--- src/rtl/win_pkg.sv ---
package win_pkg;

    typedef enum logic [2:0] {
        WOP_IDLE     = 3'd0,
        WOP_SAVE     = 3'd1,
        WOP_RESTORE  = 3'd2,
        WOP_FLUSH    = 3'd3,
        WOP_SAVED    = 3'd4,
        WOP_RESTORED = 3'd5,
        WOP_SETCWP   = 3'd6,
        WOP_LOAD     = 3'd7
    } win_op_e;

    typedef enum logic [1:0] {
        TK_NONE  = 2'd0,
        TK_SPILL = 2'd1,
        TK_FILL  = 2'd2,
        TK_CLEAN = 2'd3
    } trap_kind_e;

    typedef enum logic [1:0] {
        PS_HOLD = 2'd0,
        PS_INC  = 2'd1,
        PS_DEC  = 2'd2,
        PS_SET  = 2'd3
    } ptr_step_e;

    localparam int          TT_W         = 8;
    localparam int          WS_W         = 6;
    localparam logic [7:0]  TT_SPILL     = 8'h80;
    localparam logic [7:0]  TT_FILL      = 8'hC0;
    localparam logic [7:0]  TT_OTHERFLAG = 8'h20;
    localparam logic [7:0]  TT_CLEANWIN  = 8'h24;

    // Vector = base, plus selection group in bits 4:2, plus flag for other context
    function automatic logic [7:0] vec_code(logic [7:0] base, logic other,
                                            logic [WS_W-1:0] ws);
        logic [2:0] grp;
        grp = other ? ws[5:3] : ws[2:0];
        return base | (other ? TT_OTHERFLAG : 8'h00) | {3'b000, grp, 2'b00};
    endfunction

endpackage

--- src/rtl/win_trap_enc.sv ---
module win_trap_enc
    import win_pkg::*;
(
    input  trap_kind_e        kind,
    input  logic              other_nz,
    input  logic [WS_W-1:0]   ws,
    output logic [TT_W-1:0]   code
);
    always_comb begin
        unique case (kind)
            TK_SPILL: code = vec_code(TT_SPILL, other_nz, ws);
            TK_FILL:  code = vec_code(TT_FILL,  other_nz, ws);
            TK_CLEAN: code = TT_CLEANWIN;
            default:  code = '0;
        endcase
    end
endmodule

--- src/rtl/win_op_decide.sv ---
module win_op_decide
    import win_pkg::*;
#(
    parameter int NWIN = 8,
    parameter int CW   = $clog2(NWIN)
) (
    input  win_op_e          op,
    input  logic [CW-1:0]    cs,
    input  logic [CW-1:0]    cr,
    input  logic [CW-1:0]    ow,
    input  logic [CW-1:0]    cl,
    input  logic [CW-1:0]    ld_cs,
    input  logic [CW-1:0]    ld_cr,
    input  logic [CW-1:0]    ld_ow,
    input  logic [CW-1:0]    ld_cl,
    output logic [CW-1:0]    cs_n,
    output logic [CW-1:0]    cr_n,
    output logic [CW-1:0]    ow_n,
    output logic [CW-1:0]    cl_n,
    output trap_kind_e       kind,
    output ptr_step_e        step
);
    localparam logic [CW-1:0] ONE      = CW'(1);
    localparam logic [CW-1:0] TOPV     = CW'(NWIN - 1);
    localparam logic [CW-1:0] FLUSH_OK = CW'(NWIN - 2);

    always_comb begin
        cs_n = cs;
        cr_n = cr;
        ow_n = ow;
        cl_n = cl;
        kind = TK_NONE;
        step = PS_HOLD;
        unique case (op)
            WOP_SAVE: begin
                if (cs == '0)
                    kind = TK_SPILL;
                else if (cl == cr)
                    kind = TK_CLEAN;
                else begin
                    cs_n = cs - ONE;
                    cr_n = cr + ONE;
                    step = PS_DEC;
                end
            end
            WOP_RESTORE: begin
                if (cr == '0)
                    kind = TK_FILL;
                else begin
                    cs_n = cs + ONE;
                    cr_n = cr - ONE;
                    step = PS_INC;
                end
            end
            WOP_FLUSH: begin
                if (cs != FLUSH_OK)
                    kind = TK_SPILL;
            end
            WOP_SAVED: begin
                cs_n = cs + ONE;
                if (ow == '0) cr_n = cr - ONE;
                else          ow_n = ow - ONE;
            end
            WOP_RESTORED: begin
                cr_n = cr + ONE;
                if (cl < TOPV) cl_n = cl + ONE;
                if (ow == '0) cs_n = cs - ONE;
                else          ow_n = ow - ONE;
            end
            WOP_SETCWP: step = PS_SET;
            WOP_LOAD: begin
                cs_n = ld_cs;
                cr_n = ld_cr;
                ow_n = ld_ow;
                cl_n = ld_cl;
            end
            default: ;
        endcase
    end
endmodule

--- src/rtl/win_cwp_reg.sv ---
module win_cwp_reg
    import win_pkg::*;
#(
    parameter int NWIN = 8,
    parameter int CW   = $clog2(NWIN),
    parameter int WV   = 8
) (
    input  logic            clk,
    input  logic            rst,
    input  ptr_step_e       step,
    input  logic [WV-1:0]   wr_val,
    output logic [CW-1:0]   arch
);
    localparam logic [CW-1:0] TOPV = CW'(NWIN - 1);
    localparam logic [CW-1:0] ONE  = CW'(1);

    logic [CW-1:0] ptr;
    logic [CW-1:0] wr_mod;

    assign wr_mod = CW'(wr_val % WV'(NWIN));
    assign arch   = TOPV - ptr;

    always_ff @(posedge clk) begin
        if (rst) begin
            ptr <= '0;
        end else begin
            unique case (step)
                PS_INC:  ptr <= (ptr == TOPV) ? '0 : ptr + ONE;
                PS_DEC:  ptr <= (ptr == '0) ? TOPV : ptr - ONE;
                PS_SET:  ptr <= TOPV - wr_mod;
                default: ptr <= ptr;
            endcase
        end
    end

    AST_PTR_IN_RANGE: assert property (@(posedge clk) disable iff (rst)
        ptr <= TOPV);

    AST_PTR_WRAP_UP: assert property (@(posedge clk) disable iff (rst)
        (step == PS_INC && ptr == TOPV) |=> ptr == '0);

    AST_PTR_WRAP_DOWN: assert property (@(posedge clk) disable iff (rst)
        (step == PS_DEC && ptr == '0) |=> ptr == TOPV);
endmodule

--- src/rtl/win_state_unit.sv ---
module win_state_unit
    import win_pkg::*;
#(
    parameter int NWIN = 8,
    parameter int CW   = $clog2(NWIN),
    parameter int WV   = 8
) (
    input  logic              clk,
    input  logic              rst,
    input  logic [2:0]        op,
    input  logic [WV-1:0]     set_val,
    input  logic [CW-1:0]     ld_cansave,
    input  logic [CW-1:0]     ld_canrestore,
    input  logic [CW-1:0]     ld_otherwin,
    input  logic [CW-1:0]     ld_cleanwin,
    input  logic [5:0]        ld_wstate,
    output logic [CW-1:0]     cansave,
    output logic [CW-1:0]     canrestore,
    output logic [CW-1:0]     otherwin,
    output logic [CW-1:0]     cleanwin,
    output logic [CW-1:0]     cwp,
    output logic              trap_valid,
    output logic [7:0]        trap_type
);
    localparam logic [CW-1:0] TOPV = CW'(NWIN - 1);
    localparam logic [CW-1:0] INIT_CS = CW'(NWIN - 2);

    win_op_e          op_e;
    logic [CW-1:0]    cs_q, cr_q, ow_q, cl_q;
    logic [CW-1:0]    cs_n, cr_n, ow_n, cl_n;
    logic [WS_W-1:0]  ws_q;
    trap_kind_e       kind;
    ptr_step_e        step;
    logic [TT_W-1:0]  code;

    assign op_e = win_op_e'(op);

    win_op_decide #(.NWIN(NWIN), .CW(CW)) u_decide (
        .op    (op_e),
        .cs    (cs_q),
        .cr    (cr_q),
        .ow    (ow_q),
        .cl    (cl_q),
        .ld_cs (ld_cansave),
        .ld_cr (ld_canrestore),
        .ld_ow (ld_otherwin),
        .ld_cl (ld_cleanwin),
        .cs_n  (cs_n),
        .cr_n  (cr_n),
        .ow_n  (ow_n),
        .cl_n  (cl_n),
        .kind  (kind),
        .step  (step)
    );

    win_trap_enc u_enc (
        .kind     (kind),
        .other_nz (ow_q != '0),
        .ws       (ws_q),
        .code     (code)
    );

    win_cwp_reg #(.NWIN(NWIN), .CW(CW), .WV(WV)) u_cwp (
        .clk    (clk),
        .rst    (rst),
        .step   (step),
        .wr_val (set_val),
        .arch   (cwp)
    );

    always_ff @(posedge clk) begin
        if (rst) begin
            cs_q       <= INIT_CS;
            cr_q       <= '0;
            ow_q       <= '0;
            cl_q       <= TOPV;
            ws_q       <= '0;
            trap_valid <= 1'b0;
            trap_type  <= '0;
        end else begin
            cs_q       <= cs_n;
            cr_q       <= cr_n;
            ow_q       <= ow_n;
            cl_q       <= cl_n;
            if (op_e == WOP_LOAD) ws_q <= ld_wstate;
            trap_valid <= (kind != TK_NONE);
            trap_type  <= (kind != TK_NONE) ? code : '0;
        end
    end

    assign cansave    = cs_q;
    assign canrestore = cr_q;
    assign otherwin   = ow_q;
    assign cleanwin   = cl_q;

    AST_TRAP_FREEZES: assert property (@(posedge clk) disable iff (rst)
        trap_valid |-> (cs_q == $past(cs_q) && cr_q == $past(cr_q) &&
                        ow_q == $past(ow_q) && cl_q == $past(cl_q) &&
                        cwp == $past(cwp)));

    AST_TRAP_CODE_FORM: assert property (@(posedge clk) disable iff (rst)
        trap_valid |-> (trap_type[7] || trap_type == TT_CLEANWIN));

    AST_FLUSH_QUIET: assert property (@(posedge clk) disable iff (rst)
        $past(!rst && op_e == WOP_FLUSH) |->
            (cs_q == $past(cs_q) && cr_q == $past(cr_q) &&
             ow_q == $past(ow_q) && cl_q == $past(cl_q)));

    AST_CLEAN_CAP: assert property (@(posedge clk) disable iff (rst)
        ($past(!rst && op_e == WOP_RESTORED) && $past(cl_q) == TOPV)
            |-> cl_q == TOPV);

    AST_SAVE_CONSERVES: assert property (@(posedge clk) disable iff (rst)
        ($past(!rst && op_e == WOP_SAVE) && !trap_valid)
            |-> (cs_q + cr_q) == ($past(cs_q) + $past(cr_q)));

    AST_IDLE_NO_TRAP: assert property (@(posedge clk) disable iff (rst)
        $past(!rst && op_e == WOP_IDLE) |-> !trap_valid);
endmodule

--- config.mk ---
export PLATFORM = sky130hd
export DESIGN_NAME = win_state_unit
export DESIGN_NICKNAME = d
export VERILOG_FILES = /design/src/rtl/win_pkg.sv /design/src/rtl/win_trap_enc.sv /design/src/rtl/win_op_decide.sv /design/src/rtl/win_cwp_reg.sv /design/src/rtl/win_state_unit.sv
export SDC_FILE = /design/constraint.sdc
export NUM_CORES = 1
export LEC_CHECK = 0
export ABC_AREA = 1
export CORE_ASPECT_RATIO = 0.75
export CORE_UTILIZATION = 50
export DETAILED_ROUTE_END_ITERATION = 16
export PLACE_DENSITY = 0.77
export SKIP_LAST_GASP = 1
export SLEW_MARGIN = 20
export SYNTH_ARGS = -nofsm -noshare
export SYNTH_HDL_FRONTEND = slang
export SYNTH_HIERARCHICAL = 1
export SYNTH_SLANG_ARGS = --single-unit
--- constraint.sdc ---
create_clock -name clk -period 6.1 [get_ports clk]
set_input_delay 0.61 -clock clk [delete_from_list [all_inputs] [get_ports clk]]
set_output_delay 0.61 -clock clk [all_outputs]
set_load 0.02 [all_outputs]
---- After elaboration in Yosys (flattened, before gate mapping) ----
Index checks and enable logic that the tools add are counted.
storage, ports and cells
  output and inout bits ................... 24
  register bits after elaboration ......... 30
operators by class
  reductions and logical operators ........ 16
  equality and inequality tests ........... 23
  mux-type cells .......................... 29
  magnitude comparators ................... 1
  add/sub/neg operators ................... 10
  bitwise gates (word level) .............. 3
operators with widths
  kind                   number
  $mux W3                13
  $pmux W3 S5            2
  $pmux W8 S3            1
  $or A8 B5 Y8           2
  $eq A3 B3 Y1 const B   5
  $add A3 B1 Y3 const B  4
  $logic_not A3 Y1       4
  $pmux W2 S3            2
  $pmux W3 S2            2
  $sub A3 B1 Y3 const B  4
  $mux W2                5
  $reduce_and A5 Y1      2
  $pmux W3 S3            1
  $eq A2 B2 Y1 const B   4
  $ne A2 B2 Y1 const B   4
  $eq A3 B2 Y1 const B   2
  $mux W6                1
  $ne A2 B1 Y1 const B   3
  $reduce_bool A2 Y1     3
  $reduce_bool A3 Y1     2
  $sub A3 B3 Y3 const A  2
  $reduce_bool A5 Y1     1
  $eq A2 B1 Y1 const B   2
  $reduce_and A2 Y1      2
  7 further kinds        9

---- Depth between registers and ports, before layout ----
  depth in word-level cells ............... 7
  gate-level depth with buffers ........... 16
  gate-level depth less buffers ........... 16

---- By module ----
Netlist, hierarchy kept.
by module, submodules not included
  module          area an instance (µm²)  cells each  seq. area each (µm²)  times used
  win_op_decide   913.4                   176         0.0                   1
  win_state_unit  845.8                   99          540.5                 1
  win_cwp_reg     272.8                   45          60.1                  1
  win_trap_enc    158.9                   31          0.0                   1

---- Worst setup path before layout ----
OpenSTA, ideal clock, no wires.
  kind .................................... reg-to-reg
  start ................................... register cs_q[0] (netlist: cansave[0])
  end ..................................... register trap_type[2]
  cell stages (with the launch flop) ...... 13
  setup time .............................. 0.067 ns
  path buffers ............................ 0
  arrival ................................. 2.177 ns
  setup slack ............................. 3.856 ns
  data required time ...................... 6.033 ns
  cells stage by stage .................... dfxtp_1 -> inv_1 -> ha_1 -> inv_1 -> nor2_1 -> o31ai_1 -> inv_1 -> ha_1 -> nor2_1 -> nand2_1 -> nand2_1 -> inv_1 -> nor2_1
between the ends
  elaborated cells on any way between the ends .. 12
  those cells by class .................... eq/ne (4); mux (4); bitwise (1); reduce/logical (3)
RTL lines
  item                                          line                  RTL
  start, declared                               win_state_unit.sv:29  logic [CW-1:0] cs_q, cr_q, ow_q, cl_q;
  start signal, assigned                        win_state_unit.sv:81  cs_q <= cs_n;
  $logic_not A3 Y1 (*)                          win_op_decide.sv:36   if (cs == '0)
  $mux W2 (*)                                   win_op_decide.sv:36
  $pmux W2 S3 (*)                               win_op_decide.sv:34   unique case (op)
  via kind[1]                                   win_state_unit.sv:32  trap_kind_e kind;
  $eq A2 B2 Y1 or $eq A2 B1 Y1 (tied branches)  win_trap_enc.sv:10    unique case (kind)
  $pmux W8 S3 (*)                               win_trap_enc.sv:10
  via code[2]                                   win_state_unit.sv:34  logic [TT_W-1:0] code;
  end signal, assigned                          win_state_unit.sv:87  trap_type <= (kind != TK_NONE) ? code : '0;
  end, declared                                 win_state_unit.sv:23  output logic [7:0] trap_type
The timed path passes the listed nets; every way through them passes the cells marked *.
A chain may end at the register's enable or synchronous reset.

---- Worst setup path in the final report ----
  start ................................... input port op[1]
  end ..................................... register trap_type[2]
between the ends
  elaborated cells on any way between the ends .. 11
  those cells by class .................... eq/ne (6); mux (2); bitwise (1); reduce/logical (2)
RTL lines
  item                                          line                  RTL
  start, declared                               win_state_unit.sv:10  input logic [2:0] op,
  $eq A3 B2 Y1 or $eq A3 B1 Y1 (tied branches)  win_op_decide.sv:34
  $pmux W2 S3 (*)                               win_op_decide.sv:34
  via kind[1]                                   win_state_unit.sv:32
  $eq A2 B2 Y1 or $eq A2 B1 Y1 (tied branches)  win_trap_enc.sv:10
  $pmux W8 S3 (*)                               win_trap_enc.sv:10
  via code[2]                                   win_state_unit.sv:34
Marks and branches as above.

==> qor.yml <==
sta:
  timing.final.ws_setup_ps: 3400
  max_freq_mhz: 371
  finalSetupTns_ps: 0
  drv_slew: 0
  finalSetupViolCount: 0
  period_share_pct: 44.2
  max-slew-margin-rel_pct: 58.4
  tightest_slew_ps: 622
  hold_viol_final: 0
  rsz0062_at_grt: "false"
  fin_crit_ps: 2700
  clock_skew_ps: 5.35
yosys:
  synthArstFlopShare_pct: 0
  synth_area_um2: 2190
  synth-seq-area-share_pct: 27.4
  syn_inst: 351
  yosys_warnings: 6
  syn_area_per_cell_um2: 6.24
  ys_types: 32
  synth_seq_cells: 30
  synth_edf_count: 0
  ys.flop_type: "dfxtp_1"
setup_path:
  cp.required_ps: 6310
  crit_path_top_delay_cell: "o31ai_1"
  crit_path_max_incr_delay_ps: 580
  critPathKind: "in2reg"
  worstPathArrival_ps: 2900
  worstSetupStartpointType: "input pin"
  crit_chain: "clkdlybuf4s50_1 > inv_2 > nand3_1 > o31ai_1 > inv_1 > ha_1 > nor2_1 > nand2_1 > nand2_1 > inv_1 > nor2_1"
  endpoint_kind: "flop"
  cp_max_fo: 6
pwr:
  p_leak_nw: 1.40
  p_per_area_nw_per_um2: 209
  irDropWorstVdd_mv: 0.124
floorplanning:
  coreArea_um2: 4130
  row_count: 20
  die_y_um: 59.3
  io_pins: 55
  start_util_pct: 53.1
  dieArea_um2: 4650
  die_w_um: 78.4
clock_tree:
  cts_resized: 0
  clkSinkCount: 30
  cts_setup_buffers: 0
  clock_latency_ps: 270
  cts_tree: "yes"
  numCtsBuffers: 5
  root_buffer: "clkbuf_8"
  htree_levels: 2
  ctsLongestPathBuffers: 2
  clk_pin_slew_ps: 60
  holdBufCountCts: 0
layout:
  instances_no_fill: 457
  multiInputGateArea_um2: 1300
  final_common_cell: "nand2_1"
  fill_cells: 379
  area_growth_pct: 27.4
  final_nets: 450
  drive_gt1_share_pct: 7.96
  ff_latch_area_um2: 601
  mostFrequentLayoutCells: "96 x nand2_1, 59 x inv_1, 54 x nor2_1, 49 x clkdlybuf4s50_1, 30 x dfxtp_1"
  fin_area_um2: 2790
  antennaDiodeCount: 0
  fin_util_pct: 67.6
global_route:
  first_global_vias: 1881
  grt_pass1_wl_um: 8290
  grt-ovfl-total: 0
  track_usage_pct: 23.0
  grt_start_max_net_pins: 16
  antenna_found_initial: 0
detailed_routing:
  wire_per_inst_um: 11.0
  drt-total-wl_um: 5030
  viasPerCell: 4.80
  drtIter0Drc: 117
  remaining_drc_errors: 0
  via_count: 2195
  dr.pass1.iters: 5
  ant_nets: 0
place:
  dpl_worst_slack_ps: 3120
  placed_area_um2: 2700
  place_inst: 449
  gp_congestion: 0.903
  port_buffers: 49
  dpl.hpwl_um: 3930
outcome:
  outcome: "complete, no violations"
flow_run:
  cap_violations: 0
worst_hold_path:
  hold_class: "reg2reg"
final timing paths:
| path | startpoint | endpoint | slack, ps | cells after the start |
|---|---|---|---|---|
| worst max-delay path | op[1] | trap_type[2] | 3400 | 11 |
| worst min-delay path | ws_q[2] | ws_q[2] | 520 | 4 |
| worst max register to register | cansave[0] | trap_type[2] | 3630 | 12 |
| worst min register to register | ws_q[2] | ws_q[2] | 520 | 4 |
where the power goes:
group          switching (mW)  leakage, nW  internal, mW
sequential             0.0181        0.246         0.210
combinational           0.109         1.11        0.0824
clock                  0.0715       0.0482        0.0909
total                   0.199         1.40         0.383
state kept, by name (all words and copies together) (netlist names):
signal	cells
ws_q	6
trap_valid	1
canrestore	3
trap_type	8
cleanwin	3
cansave	3
u_cwp/ptr	3
otherwin	3
cells by family after synthesis:
family | synth area share (%)
fa+ha+maj | 10.3
simple gates | 37.2
buf+inv | 13.5
compound gates | 9.08
xor+xnor | 2.40
flops | 27.4
other cells | 0.171
area by class of cell:
| type | count | area share [%] |
|---|---|---|
| clock buffer | 7 | 3.09 |
| inverter | 64 | 8.61 |
| clock inverter | 1 | 0.179 |
| timing repair buffer | 49 | 17.6 |
| multi-input combinational | 251 | 46.5 |
| tap | 55 | 2.47 |
| sequential | 30 | 21.5 |
synthesized netlist by cell type (3+ instances only):
library cell,instances,area share [%]
nand2_1,96,16
inv_1,59,10
nor2_1,54,9.3
dfxtp_1,30,27
ha_1,18,10
nand3_1,17,3.9
o21ai_0,14,3.2
a21oi_1,10,2.3
nor2_2,6,1.7
inv_2,5,0.86
nand2_2,4,1.1
nand4_1,4,1.1
xor2_1,4,1.6
buf_4,3,1.0
nand3_2,3,1.4
or2_1,3,0.86
per-layer routing:
metal	vias to the layer above	global-route usage, %	share of wire [%]
li1	1163	-	-
met1	972	32.1	51
met2	58	35.7	43
met3	2	6.15	5.8
met4	0	5.29	0.28
met5	-	0	0
worst max-delay path: cells and delay by family:
kind	cells	cell delay [ps]
buf+inv	4	850
fa+ha+maj	1	230
simple gates	5	630
compound gates	1	580
per-stage QoR:
stage	power (mW)	hold WS, ps
floorplan	0.358	480
global placement	0.418	500
detailed placement	0.423	507
CTS	0.588	518
global route	0.625	544
finish	0.582	520
Note: power is estimated with default switching activity, not from simulation.
